[config.mk]
export PLATFORM = sky130hd
export DESIGN_NAME = flash_status_engine
export DESIGN_NICKNAME = d
export VERILOG_FILES = /design/src/rtl/flash_stat_pkg.sv /design/src/rtl/fpe_pulse_counter.sv /design/src/rtl/fpe_word_array.sv /design/src/rtl/fpe_status_fmt.sv /design/src/rtl/flash_status_engine.sv
export SDC_FILE = /design/constraint.sdc
export NUM_CORES = 1
export LEC_CHECK = 0
export ABC_AREA = 1
export CAP_MARGIN = 40
export CORE_AREA = 2 2 173 175
export DETAILED_ROUTE_END_ITERATION = 16
export DIE_AREA = 0 0 175 177
export GPL_TIMING_DRIVEN = 0
export SLEW_MARGIN = 10
export SYNTH_ARGS = -nofsm -noshare
export SYNTH_HDL_FRONTEND = slang
export SYNTH_SLANG_ARGS = --single-unit
export TNS_END_PERCENT = 20
[constraint.sdc]
create_clock -name clk -period 3.76 [get_ports clk]
set_input_delay 0.752 -clock clk [delete_from_list [all_inputs] [get_ports clk]]
set_output_delay 0.752 -clock clk [all_outputs]
set_load 0.01 [all_outputs]
[src/rtl/flash_stat_pkg.sv]
// Shared command codes, mode encoding and status bit positions for the
// flash status engine. Assumes a status byte of eight bits.
package flash_stat_pkg;

    typedef enum logic [2:0] {
        OP_NOP       = 3'd0,
        OP_PROG      = 3'd1,
        OP_ERASE     = 3'd2,
        OP_RESET     = 3'd3,
        OP_SUSPEND   = 3'd4,
        OP_RESUME    = 3'd5,
        OP_BUF_ABORT = 3'd6,
        OP_ABORT_CLR = 3'd7
    } fop_e;

    typedef enum logic [2:0] {
        MD_READ      = 3'd0,
        MD_PROG      = 3'd1,
        MD_ERASE     = 3'd2,
        MD_SUSP_RD   = 3'd3,
        MD_SUSP_PROG = 3'd4,
        MD_FAIL      = 3'd5,
        MD_ABORT     = 3'd6
    } fmode_e;

    localparam int ST_POLL  = 7;
    localparam int ST_TGL_A = 6;
    localparam int ST_TMO   = 5;
    localparam int ST_ERS   = 3;
    localparam int ST_TGL_B = 2;
    localparam int ST_ABT   = 1;

    // True when reads must return the status byte rather than array data.
    function automatic logic mode_active(input fmode_e m);
        return (m == MD_PROG) || (m == MD_ERASE) || (m == MD_SUSP_PROG) ||
               (m == MD_FAIL) || (m == MD_ABORT);
    endfunction

endpackage

[src/rtl/fpe_pulse_counter.sv]
// Pulse counter for one embedded operation. It counts once per cycle while
// run is high and reports done on the pulse that reaches need. Once the count
// passes LIMIT it saturates and reports over. force_over jumps straight past
// the limit. Assumes need <= LIMIT+1 for a normal finish.
module fpe_pulse_counter #(
    parameter int LIMIT = 64,
    parameter int CW    = 8
) (
    input  logic          clk,
    input  logic          rst_n,
    input  logic          clear,
    input  logic          run,
    input  logic          force_over,
    input  logic [CW-1:0] need,
    output logic          done,
    output logic          over
);
    localparam logic [CW-1:0] OVER_VAL = CW'(LIMIT + 1);

    logic [CW-1:0] cnt_q;

    assign over = (cnt_q >= OVER_VAL);
    assign done = run && !force_over && !over && ((cnt_q + CW'(1)) == need);

    // Advance, clear, force or saturate the pulse count.
    always_ff @(posedge clk) begin
        if (!rst_n) begin
            cnt_q <= '0;
        end else if (clear) begin
            cnt_q <= '0;
        end else if (run) begin
            if (force_over || over) cnt_q <= OVER_VAL;
            else                    cnt_q <= cnt_q + CW'(1);
        end
    end
endmodule

[src/rtl/fpe_word_array.sv]
// Word storage for the flash model. A program ANDs the new data into one
// word, so bits can only be cleared. An erase sets every word to all ones.
// The read port is combinational. Assumes WORDS is a power of two.
module fpe_word_array #(
    parameter int WORDS  = 8,
    parameter int DATA_W = 16,
    parameter int AW     = 3
) (
    input  logic              clk,
    input  logic              rst_n,
    input  logic              prog_en,
    input  logic [AW-1:0]     prog_addr,
    input  logic [DATA_W-1:0] prog_data,
    input  logic              erase_all,
    input  logic [AW-1:0]     rd_addr,
    output logic [DATA_W-1:0] rd_word
);
    logic [DATA_W-1:0] mem_q [WORDS];

    assign rd_word = mem_q[rd_addr];

    // Apply reset, erase or masked program to the stored words.
    always_ff @(posedge clk) begin
        if (!rst_n || erase_all) begin
            for (int i = 0; i < WORDS; i++) mem_q[i] <= '1;
        end else if (prog_en) begin
            mem_q[prog_addr] <= mem_q[prog_addr] & prog_data;
        end
    end
endmodule

[src/rtl/fpe_status_fmt.sv]
// Builds the eight-bit status byte from the current mode, the toggle bit
// and bit 7 of the operation's target data. Purely combinational.
module fpe_status_fmt
    import flash_stat_pkg::*;
(
    input  fmode_e      mode,
    input  logic        tgl,
    input  logic        tgt_msb,
    output logic [7:0]  status
);
    // Place each indicator in its bit position.
    always_comb begin
        status           = '0;
        status[ST_POLL]  = ~tgt_msb;
        status[ST_TGL_A] = tgl;
        status[ST_TGL_B] = tgl;
        status[ST_TMO]   = (mode == MD_FAIL);
        status[ST_ERS]   = (mode == MD_ERASE);
        status[ST_ABT]   = (mode == MD_ABORT);
    end
endmodule

[src/rtl/flash_status_engine.sv]
// Top of the flash status engine. A mode machine accepts commands, runs one
// pulse counter for programs and one for erases (so a suspended erase keeps
// its count while a program runs), and returns either array data or the
// status byte on registered reads. Assumes DATA_W >= 8 and PROG_PULSES,
// ERASE_PULSES >= 1.
module flash_status_engine
    import flash_stat_pkg::*;
#(
    parameter int DATA_W       = 16,
    parameter int WORDS        = 8,
    parameter int PROG_PULSES  = 8,
    parameter int ERASE_PULSES = 32,
    parameter int PULSE_LIMIT  = 64
) (
    input  logic                     clk,
    input  logic                     rst_n,
    input  logic                     cmd_valid,
    input  logic [2:0]               cmd_op,
    input  logic [$clog2(WORDS)-1:0] cmd_addr,
    input  logic [DATA_W-1:0]        cmd_data,
    input  logic                     force_tmo,
    input  logic                     rd_en,
    input  logic [$clog2(WORDS)-1:0] rd_addr,
    output logic [DATA_W-1:0]        rd_data
);
    localparam int AW    = $clog2(WORDS);
    localparam int MAXA  = (PULSE_LIMIT + 1 > PROG_PULSES) ? PULSE_LIMIT + 1 : PROG_PULSES;
    localparam int MAXV  = (MAXA > ERASE_PULSES) ? MAXA : ERASE_PULSES;
    localparam int CW    = $clog2(MAXV + 1) + 1;
    localparam int NCNT  = 2;     // index 0: program, index 1: erase

    fmode_e            mode_q;
    logic              ret_susp_q;
    logic              tgl_q;
    logic [DATA_W-1:0] tgt_data_q;
    logic [AW-1:0]     tgt_addr_q;

    fop_e              op;
    logic              is_act;
    logic [NCNT-1:0]   c_clear, c_run, c_done, c_over;
    logic [DATA_W-1:0] arr_word;
    logic [7:0]        status;

    assign op     = fop_e'(cmd_op);
    assign is_act = mode_active(mode_q);

    // Decide when each pulse counter starts and runs.
    always_comb begin
        c_clear[0] = cmd_valid && (op == OP_PROG) &&
                     ((mode_q == MD_READ) || (mode_q == MD_SUSP_RD));
        c_run[0]   = (mode_q == MD_PROG) || (mode_q == MD_SUSP_PROG);
        c_clear[1] = cmd_valid && (op == OP_ERASE) && (mode_q == MD_READ);
        c_run[1]   = (mode_q == MD_ERASE);
    end

    for (genvar g = 0; g < NCNT; g++) begin : g_cnt
        fpe_pulse_counter #(
            .LIMIT (PULSE_LIMIT),
            .CW    (CW)
        ) u_cnt (
            .clk        (clk),
            .rst_n      (rst_n),
            .clear      (c_clear[g]),
            .run        (c_run[g]),
            .force_over (force_tmo),
            .need       ((g == 0) ? CW'(PROG_PULSES) : CW'(ERASE_PULSES)),
            .done       (c_done[g]),
            .over       (c_over[g])
        );
    end

    fpe_word_array #(
        .WORDS  (WORDS),
        .DATA_W (DATA_W),
        .AW     (AW)
    ) u_arr (
        .clk       (clk),
        .rst_n     (rst_n),
        .prog_en   (c_done[0]),
        .prog_addr (tgt_addr_q),
        .prog_data (tgt_data_q),
        .erase_all (c_done[1]),
        .rd_addr   (rd_addr),
        .rd_word   (arr_word)
    );

    fpe_status_fmt u_fmt (
        .mode    (mode_q),
        .tgl     (tgl_q),
        .tgt_msb (tgt_data_q[7]),
        .status  (status)
    );

    // Mode machine: accept commands valid for the mode, finish or fail ops.
    always_ff @(posedge clk) begin
        if (!rst_n) begin
            mode_q     <= MD_READ;
            ret_susp_q <= 1'b0;
            tgl_q      <= 1'b0;
            tgt_data_q <= '1;
            tgt_addr_q <= '0;
        end else begin
            if (rd_en && is_act) tgl_q <= ~tgl_q;
            unique case (mode_q)
                MD_READ: if (cmd_valid) begin
                    if (op == OP_PROG) begin
                        mode_q     <= MD_PROG;
                        tgt_data_q <= cmd_data;
                        tgt_addr_q <= cmd_addr;
                        tgl_q      <= 1'b0;
                    end else if (op == OP_ERASE) begin
                        mode_q     <= MD_ERASE;
                        tgt_data_q <= '1;
                        tgl_q      <= 1'b0;
                    end else if (op == OP_BUF_ABORT) begin
                        mode_q     <= MD_ABORT;
                        tgt_data_q <= cmd_data;
                        tgl_q      <= 1'b0;
                    end
                end
                MD_PROG: begin
                    if (c_over[0]) begin
                        mode_q     <= MD_FAIL;
                        ret_susp_q <= 1'b0;
                    end else if (c_done[0]) begin
                        mode_q     <= MD_READ;
                    end
                end
                MD_ERASE: begin
                    if (c_over[1]) begin
                        mode_q     <= MD_FAIL;
                        ret_susp_q <= 1'b0;
                    end else if (c_done[1]) begin
                        mode_q     <= MD_READ;
                    end else if (cmd_valid && op == OP_SUSPEND) begin
                        mode_q     <= MD_SUSP_RD;
                    end
                end
                MD_SUSP_RD: if (cmd_valid) begin
                    if (op == OP_PROG) begin
                        mode_q     <= MD_SUSP_PROG;
                        tgt_data_q <= cmd_data;
                        tgt_addr_q <= cmd_addr;
                        tgl_q      <= 1'b0;
                    end else if (op == OP_RESUME) begin
                        mode_q     <= MD_ERASE;
                        tgt_data_q <= '1;
                        tgl_q      <= 1'b0;
                    end
                end
                MD_SUSP_PROG: begin
                    if (c_over[0]) begin
                        mode_q     <= MD_FAIL;
                        ret_susp_q <= 1'b1;
                    end else if (c_done[0]) begin
                        mode_q     <= MD_SUSP_RD;
                    end
                end
                MD_FAIL: if (cmd_valid && op == OP_RESET) begin
                    mode_q <= ret_susp_q ? MD_SUSP_RD : MD_READ;
                end
                MD_ABORT: if (cmd_valid && op == OP_ABORT_CLR) begin
                    mode_q <= MD_READ;
                end
                default: mode_q <= MD_READ;
            endcase
        end
    end

    // Registered read port: status byte while active, array word otherwise.
    always_ff @(posedge clk) begin
        if (!rst_n)      rd_data <= '0;
        else if (rd_en)  rd_data <= is_act ? DATA_W'(status) : arr_word;
    end
endmodule

==> out/qor.yml, run 1 <==
run_status:
  outcome: "completed"
global_routing:
  antenna_found_initial: 0
  grt_pass1_vias: 8860
  overflow: 0
  grt_max_degree: 20
  grt_use_total: 0.227
  grt_first_pass_wirelength_um: 53000
drt:
  ant_nets: 0
  route.met2.wl_um: 16400
  drc_errors: 0
  via_count: 9473
  drt_iter0_drc: 1176
  wl_per_cell_um: 21.1
  wl_met1_um: 14400
  viasPerCell: 5.77
  firstDrtPassIters: 6
  wl_met3_um: 2770
  top_layer_used: "met4"
  wirelength_um: 34700
cells_and_area:
  seq_area_mm2: 0.00502
  area_growth_pct: 15.7
  drive_above_1_share: 0.0647
  final_cell_area_mm2: 0.0116
  antennaDiodeCount: 0
  multiInputGateArea_mm2: 0.00421
  fin_nets: 1277
  nFillCells: 2963
sta:
  hold_violations: 0
  finalCriticalPeriod_ps: 3280
  worst_pin_slew_ps: 946
  setup_viol: 0
  skew_ps: 20.6
  final_max_slew_viol_count: 0
  whs_ps: 447
  maxSlewHeadroom: 0.367
  finalWorstSetupSlack_ps: 482
  rsz0062_at_grt: "no"
  period_share: 0.872
  max_freq_mhz: 305
clocking:
  clock-sinks: 187
  ctsRootBufferMaster: "clkbuf_16"
  clk_pin_slew_ps: 80
  tritoncts: "done"
  clk_path_buf_depth: 2
  htree_levels: 4
  post_cts_buffers: 0
  clock_latency_ps: 460
  cts_buffers: 17
  ctsHoldBuffers: 0
  post_cts_resized: 0
logic_synthesis:
  yosys.area_share.simple: 0.227
  synth_cells: 1171
  synth_most_common_cell: "nand2_1"
  synth_top_area_share: 0.384
  synth-seq-cells: 187
  muxShareOfSynthArea: 0.00600
  synth_compound_area_frac: 0.173
  synth_area_mm2: 0.0100
  synth_fa_ha_area_frac: 0.0100
  syn_area_per_cell_um2: 8.55
  ys.warnings.count: 0
  ys_types: 36
  ys_seq_area_frac: 0.502
  yosysTopAreaCell: "edfxtp_1"
  async_reset_ff_frac: 0
  synth_nets: 1209
  synth_xor_area_frac: 0.00175
  synth_area_leaders: "edfxtp_1 38%, dfxtp_1 12%, nand4_1 8.3%, o21ai_0 5.6%, nand2_1 5.5%"
  yosys-top-cells-count: "147 x nand2_1, 133 x nand4_1, 128 x edfxtp_1"
  synth_edf_count: 128
  synth_ff_type: "edfxtp_1"
  synth_top_family_by_area: "simple AND/OR/NAND/NOR gates"
floorplanning:
  initial_core_util: 0.342
  io_pins: 46
  rows: 63
  die_y_um: 177
  dieArea_mm2: 0.0310
  die_x_um: 175
  coreArea_mm2: 0.0292
placement:
  post-place-ws_ps: 182
  placed_area_mm2: 0.0110
  gp_congestion: 0.904
  dp_hpwl_um: 25800
  portBuffers: 42
pwr:
  max-vdd-ir-drop_uv: 298
  p_total_uw: 5970
  p_per_area_mw_per_mm2: 515
  power_frac_clock: 0.303
  power_frac_comb: 0.281
  p_leak_uw: 0.00380
  p_sw_uw: 2240
  switching_share: 0.376
  seqPwrFrac: 0.416
  p_int_uw: 3730
job:
  cap_violations: 0
worst_setup_path:
  worst_setup_path_end_kind: "register"
  path_class: "register to register"
  crit_arrival_ps: 3360
  path_max_fanout: 16
  worstPathRequired_ps: 3840
  crit_path_start_kind: "register"
worst_hold_path:
  worst_hold_path_type: "register to register"
cells in the final DEF, fill, tap and decap left out, drive strengths merged:
cell type / n
a21oi: 79
o22ai: 7
mux2i: 6
dfxtp: 59
inv: 103
nand4: 134
ha: 8
o211ai: 37
o21bai: 7
xnor2: 2
a211oi: 2
clkbuf: 93
o221ai: 18
edfxtp: 128
a31oi: 6
nor2: 119
clkdlybuf4s50: 42
or2: 1
o21ai: 124
o31ai: 4
nor3: 9
nand2: 151
a22oi: 1
clkinv: 10
buf: 30
a32oi: 11
nand3: 61
kinds of logic (layout without fill, tap and decap cells):
kind of cell,Yosys count,count (layout)
multiplexers,6,6
flip-flops,187,187
buffers and inverters,197,278
XOR/XNOR,2,2
adder cells (fa/ha/maj),8,8
AND/OR/NAND/NOR,475,475
AO/OA/AOI/OAI,296,296
worst max-delay path, stage by stage (launching register included):
cell     delay, ps
dfxtp_1        440
inv_1           90
ha_1           180
nor2_1         100
nand3_1         90
nand2_1         80
nand2_2        100
nor2_4         180
inv_2           90
nor2_2         110
nand2_1        100
nor2_4         240
buf_2          320
nand3_1        120
nand2_1        650
sequential cells by signal (all words and copies together) (netlist names), named ones only:
name / cells
g_cnt.u_cnt.cnt_q: 16
u_arr.mem_q: 128
tgt_data_q: 16
mode_q: 3
tgl_q: 1
ret_susp_q: 1
tgt_addr_q: 3
rd_data: 16
layer usage:
layer | vias to the layer above | track usage
li1 | 4417 | -
met1 | 4529 | 0.300
met2 | 458 | 0.376
met3 | 69 | 0.0376
met4 | 0 | 0.0806
met5 | - | 0
power by group through the flow:
stage | combinational, uW | sequential (uW) | clock, uW
2_1_floorplan | 1020 | 2490 | 0
3_3_place_gp | 1610 | 2530 | 0
3_5_place_dp | 1650 | 2530 | 0
4_1_cts | 1650 | 2480 | 1810
5_1_grt | 1830 | 2500 | 1900
6_report | 1680 | 2480 | 1810
per-stage QoR:
step | utilization | std cells | setup TNS (ps)
2_1_floorplan | - | 1171 | 0
3_3_place_gp | 0.374 | 1603 | -15830
3_5_place_dp | 0.376 | 1610 | 0
4_1_cts | 0.396 | 1642 | 0
5_1_grt | 0.396 | 1642 | 0
6_report | 0.396 | 1642 | 0
cell type report:
cell class,count,area share
Sequential cell,187,0.434
Multi-Input combinational cell,787,0.363
Tap cell,390,0.0421
Timing Repair Buffer,49,0.0412
Buffer,98,0.0377
Clock buffer,18,0.0370
Inverter,99,0.0321
Clock inverter,14,0.0132
path summary, 6_finish.rpt:
| check | startpoint | endpoint | slack, ps | depth (start not counted) |
|---|---|---|---|---|
| hold reg to reg | g_cnt[1].u_cnt.cnt_q[7]$_SDFFE_PP0N_ | g_cnt[1].u_cnt.cnt_q[7]$_SDFFE_PP0N_ | 450 | 2 |
| setup reg to reg | g_cnt[0].u_cnt.cnt_q[1]$_SDFFE_PP0P_ | u_arr.mem_q[1][14]$_SDFFCE_PN1P_ | 480 | 14 |
| setup / recovery | g_cnt[0].u_cnt.cnt_q[1]$_SDFFE_PP0P_ | u_arr.mem_q[1][14]$_SDFFCE_PN1P_ | 480 | 14 |
| hold / removal | g_cnt[1].u_cnt.cnt_q[7]$_SDFFE_PP0N_ | g_cnt[1].u_cnt.cnt_q[7]$_SDFFE_PP0N_ | 450 | 2 |
(Power assumes the default switching activity.)
==> run 2, diff against run 1 <==
--- a/config.mk
+++ b/config.mk
@@ -7,10 +7,13 @@
 export LEC_CHECK = 0
 export ABC_AREA = 1
 export CAP_MARGIN = 40
+export CELL_PAD_IN_SITES_DETAIL_PLACEMENT = 1
+export CELL_PAD_IN_SITES_GLOBAL_PLACEMENT = 1
 export CORE_AREA = 2 2 173 175
 export DETAILED_ROUTE_END_ITERATION = 16
 export DIE_AREA = 0 0 175 177
 export GPL_TIMING_DRIVEN = 0
+export PLACE_DENSITY_LB_ADDON = 0.1
 export SLEW_MARGIN = 10
 export SYNTH_ARGS = -nofsm -noshare
 export SYNTH_HDL_FRONTEND = slang
==> run 2 against run 1 <==
Non-clock buffer count up 10. Register-to-register slack worse by 160 ps. Design area grew 1.2%. Hold slack improved by 4.3 ps. Flip-flop and latch count unchanged. Worst setup slack got worse by 160 ps. Sequential share of layout area down 0.52 points. Critical endpoint is now u_arr.mem_q[1][5]$_SDFFCE_PN1P_.
==> out/qor.yml, run 2 (same netlist as run 1, synthesis figures left out) <==
run_status:
  outcome: "completed"
clocking:
  ctsRootBufferMaster: "clkbuf_16"
  tritoncts: "done"
  post_cts_resized: 0
  ctsHoldBuffers: 0
  htree_levels: 4
  clk_pin_slew_ps: 80
  clock-sinks: 187
  cts_buffers: 17
  post_cts_buffers: 0
  clk_path_buf_depth: 2
  clock_latency_ps: 460
placement:
  placed_area_mm2: 0.0111
  portBuffers: 42
  gp_congestion: 0.935
  dp_hpwl_um: 30700
  post-place-ws_ps: 50.4
cells_and_area:
  area_growth_pct: 17.1
  final_cell_area_mm2: 0.0117
  final_util: 0.401
  largest_register_ffs: 128
  drive_above_1_share: 0.0737
  regMostFlops: "u_arr.mem_q"
  mostFrequentLayoutCell: "nand2_1"
  fin_nets: 1287
  mostFrequentLayoutCells: "147 x nand2_1, 133 x nand4_1, 128 x edfxtp_1"
sta:
  skew_ps: 17.3
  finalCriticalPeriod_ps: 3440
  tns_ps: 0
  setup_viol: 0
  maxSlewHeadroom: 0.395
  hold_violations: 0
  finalWorstSetupSlack_ps: 324
  period_share: 0.914
  final_max_slew_viol_count: 0
  worst_pin_slew_ps: 903
  rsz0062_at_grt: "no"
  max_freq_mhz: 291
worst_setup_path:
  slowest_delay_ps: 670
  crit_arrival_ps: 3510
  worstPathRequired_ps: 3830
  path_cells: "inv_1 -> ha_1 -> nor2_1 -> nand3_1 -> nand2_1 -> nand2_2 -> nor2_4 -> inv_2 -> nor2_2 -> nand2_1 -> nor2_4 -> buf_2 -> nand3_1 -> nand2_1"
  worst_setup_path_end_kind: "register"
  slowest_stage: "nand2_1"
  crit_path_start_kind: "register"
  path_max_fanout: 16
  cp_common_cell: "nand2_1"
  path_class: "register to register"
drt:
  wirelength_um: 40600
  drc_errors: 0
  firstDrtPassIters: 7
  wl_per_cell_um: 24.6
  ant_nets: 0
  viasPerCell: 5.71
  drt_iter0_drc: 763
  via_count: 9439
floorplanning:
  die_x_um: 175
  coreArea_mm2: 0.0292
  initial_core_util: 0.342
  io_pins: 46
  dieArea_mm2: 0.0310
  rows: 63
  die_y_um: 177
pwr:
  p_total_uw: 6200
  p_per_area_mw_per_mm2: 528
  max-vdd-ir-drop_uv: 329
  p_leak_uw: 0.00387
job:
  cap_violations: 0
global_routing:
  grt_pass1_vias: 9681
  antenna_found_initial: 0
  grt_max_degree: 19
  grt_first_pass_wirelength_um: 61000
  overflow: 0
  grt_use_total: 0.268
worst_hold_path:
  worst_hold_path_type: "register to register"
==> run 2: final timing paths <==
check / startpoint / end / slack, ps / cells after the start
setup / recovery: g_cnt[0].u_cnt.cnt_q[1]$_SDFFE_PP0P_ / u_arr.mem_q[1][5]$_SDFFCE_PN1P_ / 320 / 14
hold / removal: g_cnt[1].u_cnt.cnt_q[7]$_SDFFE_PP0N_ / g_cnt[1].u_cnt.cnt_q[7]$_SDFFE_PP0N_ / 450 / 2
setup reg to reg: g_cnt[0].u_cnt.cnt_q[1]$_SDFFE_PP0P_ / u_arr.mem_q[1][5]$_SDFFCE_PN1P_ / 320 / 14
hold reg to reg: g_cnt[1].u_cnt.cnt_q[7]$_SDFFE_PP0N_ / g_cnt[1].u_cnt.cnt_q[7]$_SDFFE_PP0N_ / 450 / 2
==> run 2: metal layers <==
metal | part of all wire | wire length, um | global-route usage
met5 | 0 | 0 | 0
met4 | 0.036 | 1440 | 0.109
met3 | 0.044 | 1790 | 0.0296
met2 | 0.48 | 19500 | 0.451
met1 | 0.44 | 17900 | 0.354
==> run 2: cell type report <==
class,instances,area (um2)
plain buffers,98,437
clock inverters,15,175
well taps,390,488
clock buffers,17,425
inverters,99,372
fillers,3467,17500
repair buffers,59,593
flip-flops and latches,187,5020
multi-input cells,787,4210
diodes,1,2.50
==> run 2: power by group <==
group | leakage, uW | switching, uW | internal (uW) | total (uW)
logic | 0.00223 | 1250 | 538 | 1790
registers | 0.00135 | 157 | 2340 | 2490
clock network | 0.000288 | 908 | 1010 | 1910
==> run 2: critical path: cells and delay by family (launching register included) <==
family	cells	cell delay, ps
buf+inv	3	510
simple gates	10	1870
fa+ha+maj	1	190
flops	1	460
==> run 2: through the flow <==
stage / hold WS [ps] / std cells
after floorplan: 424 / 1171
after global placement: 435 / 1603
after detailed placement: 443 / 1619
after CTS: 455 / 1651
after global routing: 478 / 1652
final: 452 / 1653
==> run 3, diff against run 2 <==
--- a/config.mk
+++ b/config.mk
@@ -13,7 +13,7 @@
 export DETAILED_ROUTE_END_ITERATION = 16
 export DIE_AREA = 0 0 175 177
 export GPL_TIMING_DRIVEN = 0
-export PLACE_DENSITY_LB_ADDON = 0.1
+export PLACE_DENSITY = 0.59
 export SLEW_MARGIN = 10
 export SYNTH_ARGS = -nofsm -noshare
 export SYNTH_HDL_FRONTEND = slang
==> run 3 against run 2 <==
Clock-buffer cell count is the same. Register-to-register slack gained 97 ps. Fmax rose by 2.9%. Sequential power about the same. Design area hardly changed. Global-route usage grew 0.61 points. First-iteration DRC count increased by 4.6%. Clock skew up 0.71 ps. Worst setup slack gained 97 ps. Final cell count stayed put. Combinational power about the same. Non-clock buffer count increased by 1. Largest cell class unchanged.
==> out/qor.yml, run 3 (same netlist as run 1, synthesis figures left out) <==
drt:
  viasPerCell: 5.86
  ant_nets: 0
  wirelength_um: 41700
  wl_per_cell_um: 25.2
  drt_iter0_drc: 798
  via_count: 9679
  drc_errors: 0
  firstDrtPassIters: 5
pwr:
  power_frac_comb: 0.291
  p_per_area_mw_per_mm2: 527
  p_leak_uw: 0.00388
  switching_share: 0.381
  power_frac_clock: 0.306
  p_sw_uw: 2360
  p_int_uw: 3830
  max-vdd-ir-drop_uv: 297
  seqPwrFrac: 0.403
  p_total_uw: 6190
worst_hold_path:
  worst_hold_path_type: "register to register"
  min_path_cells: 2
cells_and_area:
  fin_cells: 1653
  final_cell_area_mm2: 0.0117
  largest_register_ffs: 128
  final_util: 0.401
  area_growth_pct: 17.2
  fin_nets: 1288
  drive_above_1_share: 0.0744
  antennaDiodeCount: 0
  regMostFlops: "u_arr.mem_q"
  mostFrequentLayoutCells: "147 x nand2_1, 133 x nand4_1, 128 x edfxtp_1"
  mostFrequentLayoutCell: "nand2_1"
clocking:
  post_cts_buffers: 0
  post_cts_resized: 0
  clk_pin_slew_ps: 80
  ctsHoldBuffers: 0
  clock_latency_ps: 460
  tritoncts: "done"
  clock-sinks: 187
  cts_buffers: 17
  htree_levels: 4
  clk_path_buf_depth: 2
  ctsRootBufferMaster: "clkbuf_16"
worst_setup_path:
  path_class: "register to register"
  path_max_fanout: 10
  slowest_delay_ps: 470
  crit_arrival_ps: 3500
  worst_setup_path_end_kind: "register"
  slowest_stage: "dfxtp_1"
  worstPathRequired_ps: 3920
  path_cells: "inv_1 -> ha_1 -> nor2_1 -> nand3_1 -> nand2_1 -> nand2_2 -> nor2_4 -> inv_2 -> nor2_2 -> nand2_1 -> nor2_4 -> buf_2 -> nand3_1 -> nand2_1 -> buf_8"
  crit_path_start_kind: "register"
  cp_common_cell: "nand2_1"
  ff2ff_path_depth: 15
sta:
  period_share: 0.888
  whs_ps: 451
  final_max_slew_viol_count: 0
  rsz0062_at_grt: "no"
  max_freq_mhz: 300
  setup_viol: 0
  hold_violations: 0
  skew_ps: 18.0
  worst_pin_slew_ps: 886
  finalCriticalPeriod_ps: 3340
  maxSlewHeadroom: 0.407
floorplanning:
  io_pins: 46
  initial_core_util: 0.342
  die_y_um: 177
  die_x_um: 175
  coreArea_mm2: 0.0292
  rows: 63
  dieArea_mm2: 0.0310
placement:
  dp_cells: 1621
  placed_area_mm2: 0.0111
  gp_congestion: 0.884
  portBuffers: 42
  dp_hpwl_um: 30900
global_routing:
  overflow: 0
  antenna_found_initial: 0
  grt_first_pass_wirelength_um: 62100
  grt_max_degree: 20
  grt_use_total: 0.274
  grt_pass1_vias: 9786
run_status:
  outcome: "completed"
job:
  cap_violations: 0
run 3: cell types whose count changed in the layout (fill, tap and decap cells not counted), sizes merged:
cell      previous run  this run
diode                1         0
bufinv               2         1
inv                106       107
buf                 40        41
clkinv               3         4
clkinvlp             3         2
run 3: worst paths after layout:
| path | slack, ps | startpoint | endpoint |
|---|---|---|---|
| worst max register to register | 420 | g_cnt[0].u_cnt.cnt_q[1]$_SDFFE_PP0P_ | u_arr.mem_q[1][5]$_SDFFCE_PN1P_ |
| worst min-delay path | 450 | g_cnt[1].u_cnt.cnt_q[7]$_SDFFE_PP0N_ | g_cnt[1].u_cnt.cnt_q[7]$_SDFFE_PP0N_ |
| worst max-delay path | 420 | g_cnt[0].u_cnt.cnt_q[1]$_SDFFE_PP0P_ | u_arr.mem_q[1][5]$_SDFFCE_PN1P_ |
| worst min register to register | 450 | g_cnt[1].u_cnt.cnt_q[7]$_SDFFE_PP0N_ | g_cnt[1].u_cnt.cnt_q[7]$_SDFFE_PP0N_ |
run 3: layout make-up:
class / count / area (um2)
Fill cell: 3471 / 17500
Clock buffer: 17 / 425
Sequential cell: 187 / 5020
Tap cell: 390 / 488
Buffer: 98 / 437
Clock inverter: 15 / 170
Inverter: 99 / 372
Timing Repair Buffer: 60 / 608
Multi-Input combinational cell: 787 / 4210
run 3: routing by layer:
layer	wire length (um)	global-route usage
met5	0	0
met1	18100	0.355
met2	20300	0.474
met4	1360	0.104
met3	2000	0.0292
run 3: power by group through the flow:
stage,combinational (uW),clock [uW],sequential [uW]
after floorplan,1020,0,2490
after global placement,1690,0,2540
after detailed placement,1790,0,2540
after CTS,1800,1920,2490
after global routing,1980,2000,2510
final,1800,1890,2500
run 3: per-stage QoR:
step	setup slack (ps)	TNS (ps)
CTS	379	0
floorplan	829	0
finish	421	0
global route	187	0
detailed placement	258	0
global placement	-768	-23010
run 3: critical path: cells and delay by family, from the launching register on:
family / cells / cell delay (ps)
fa+ha+maj: 1 / 190
flops: 1 / 470
simple gates: 10 / 1620
buf+inv: 4 / 740
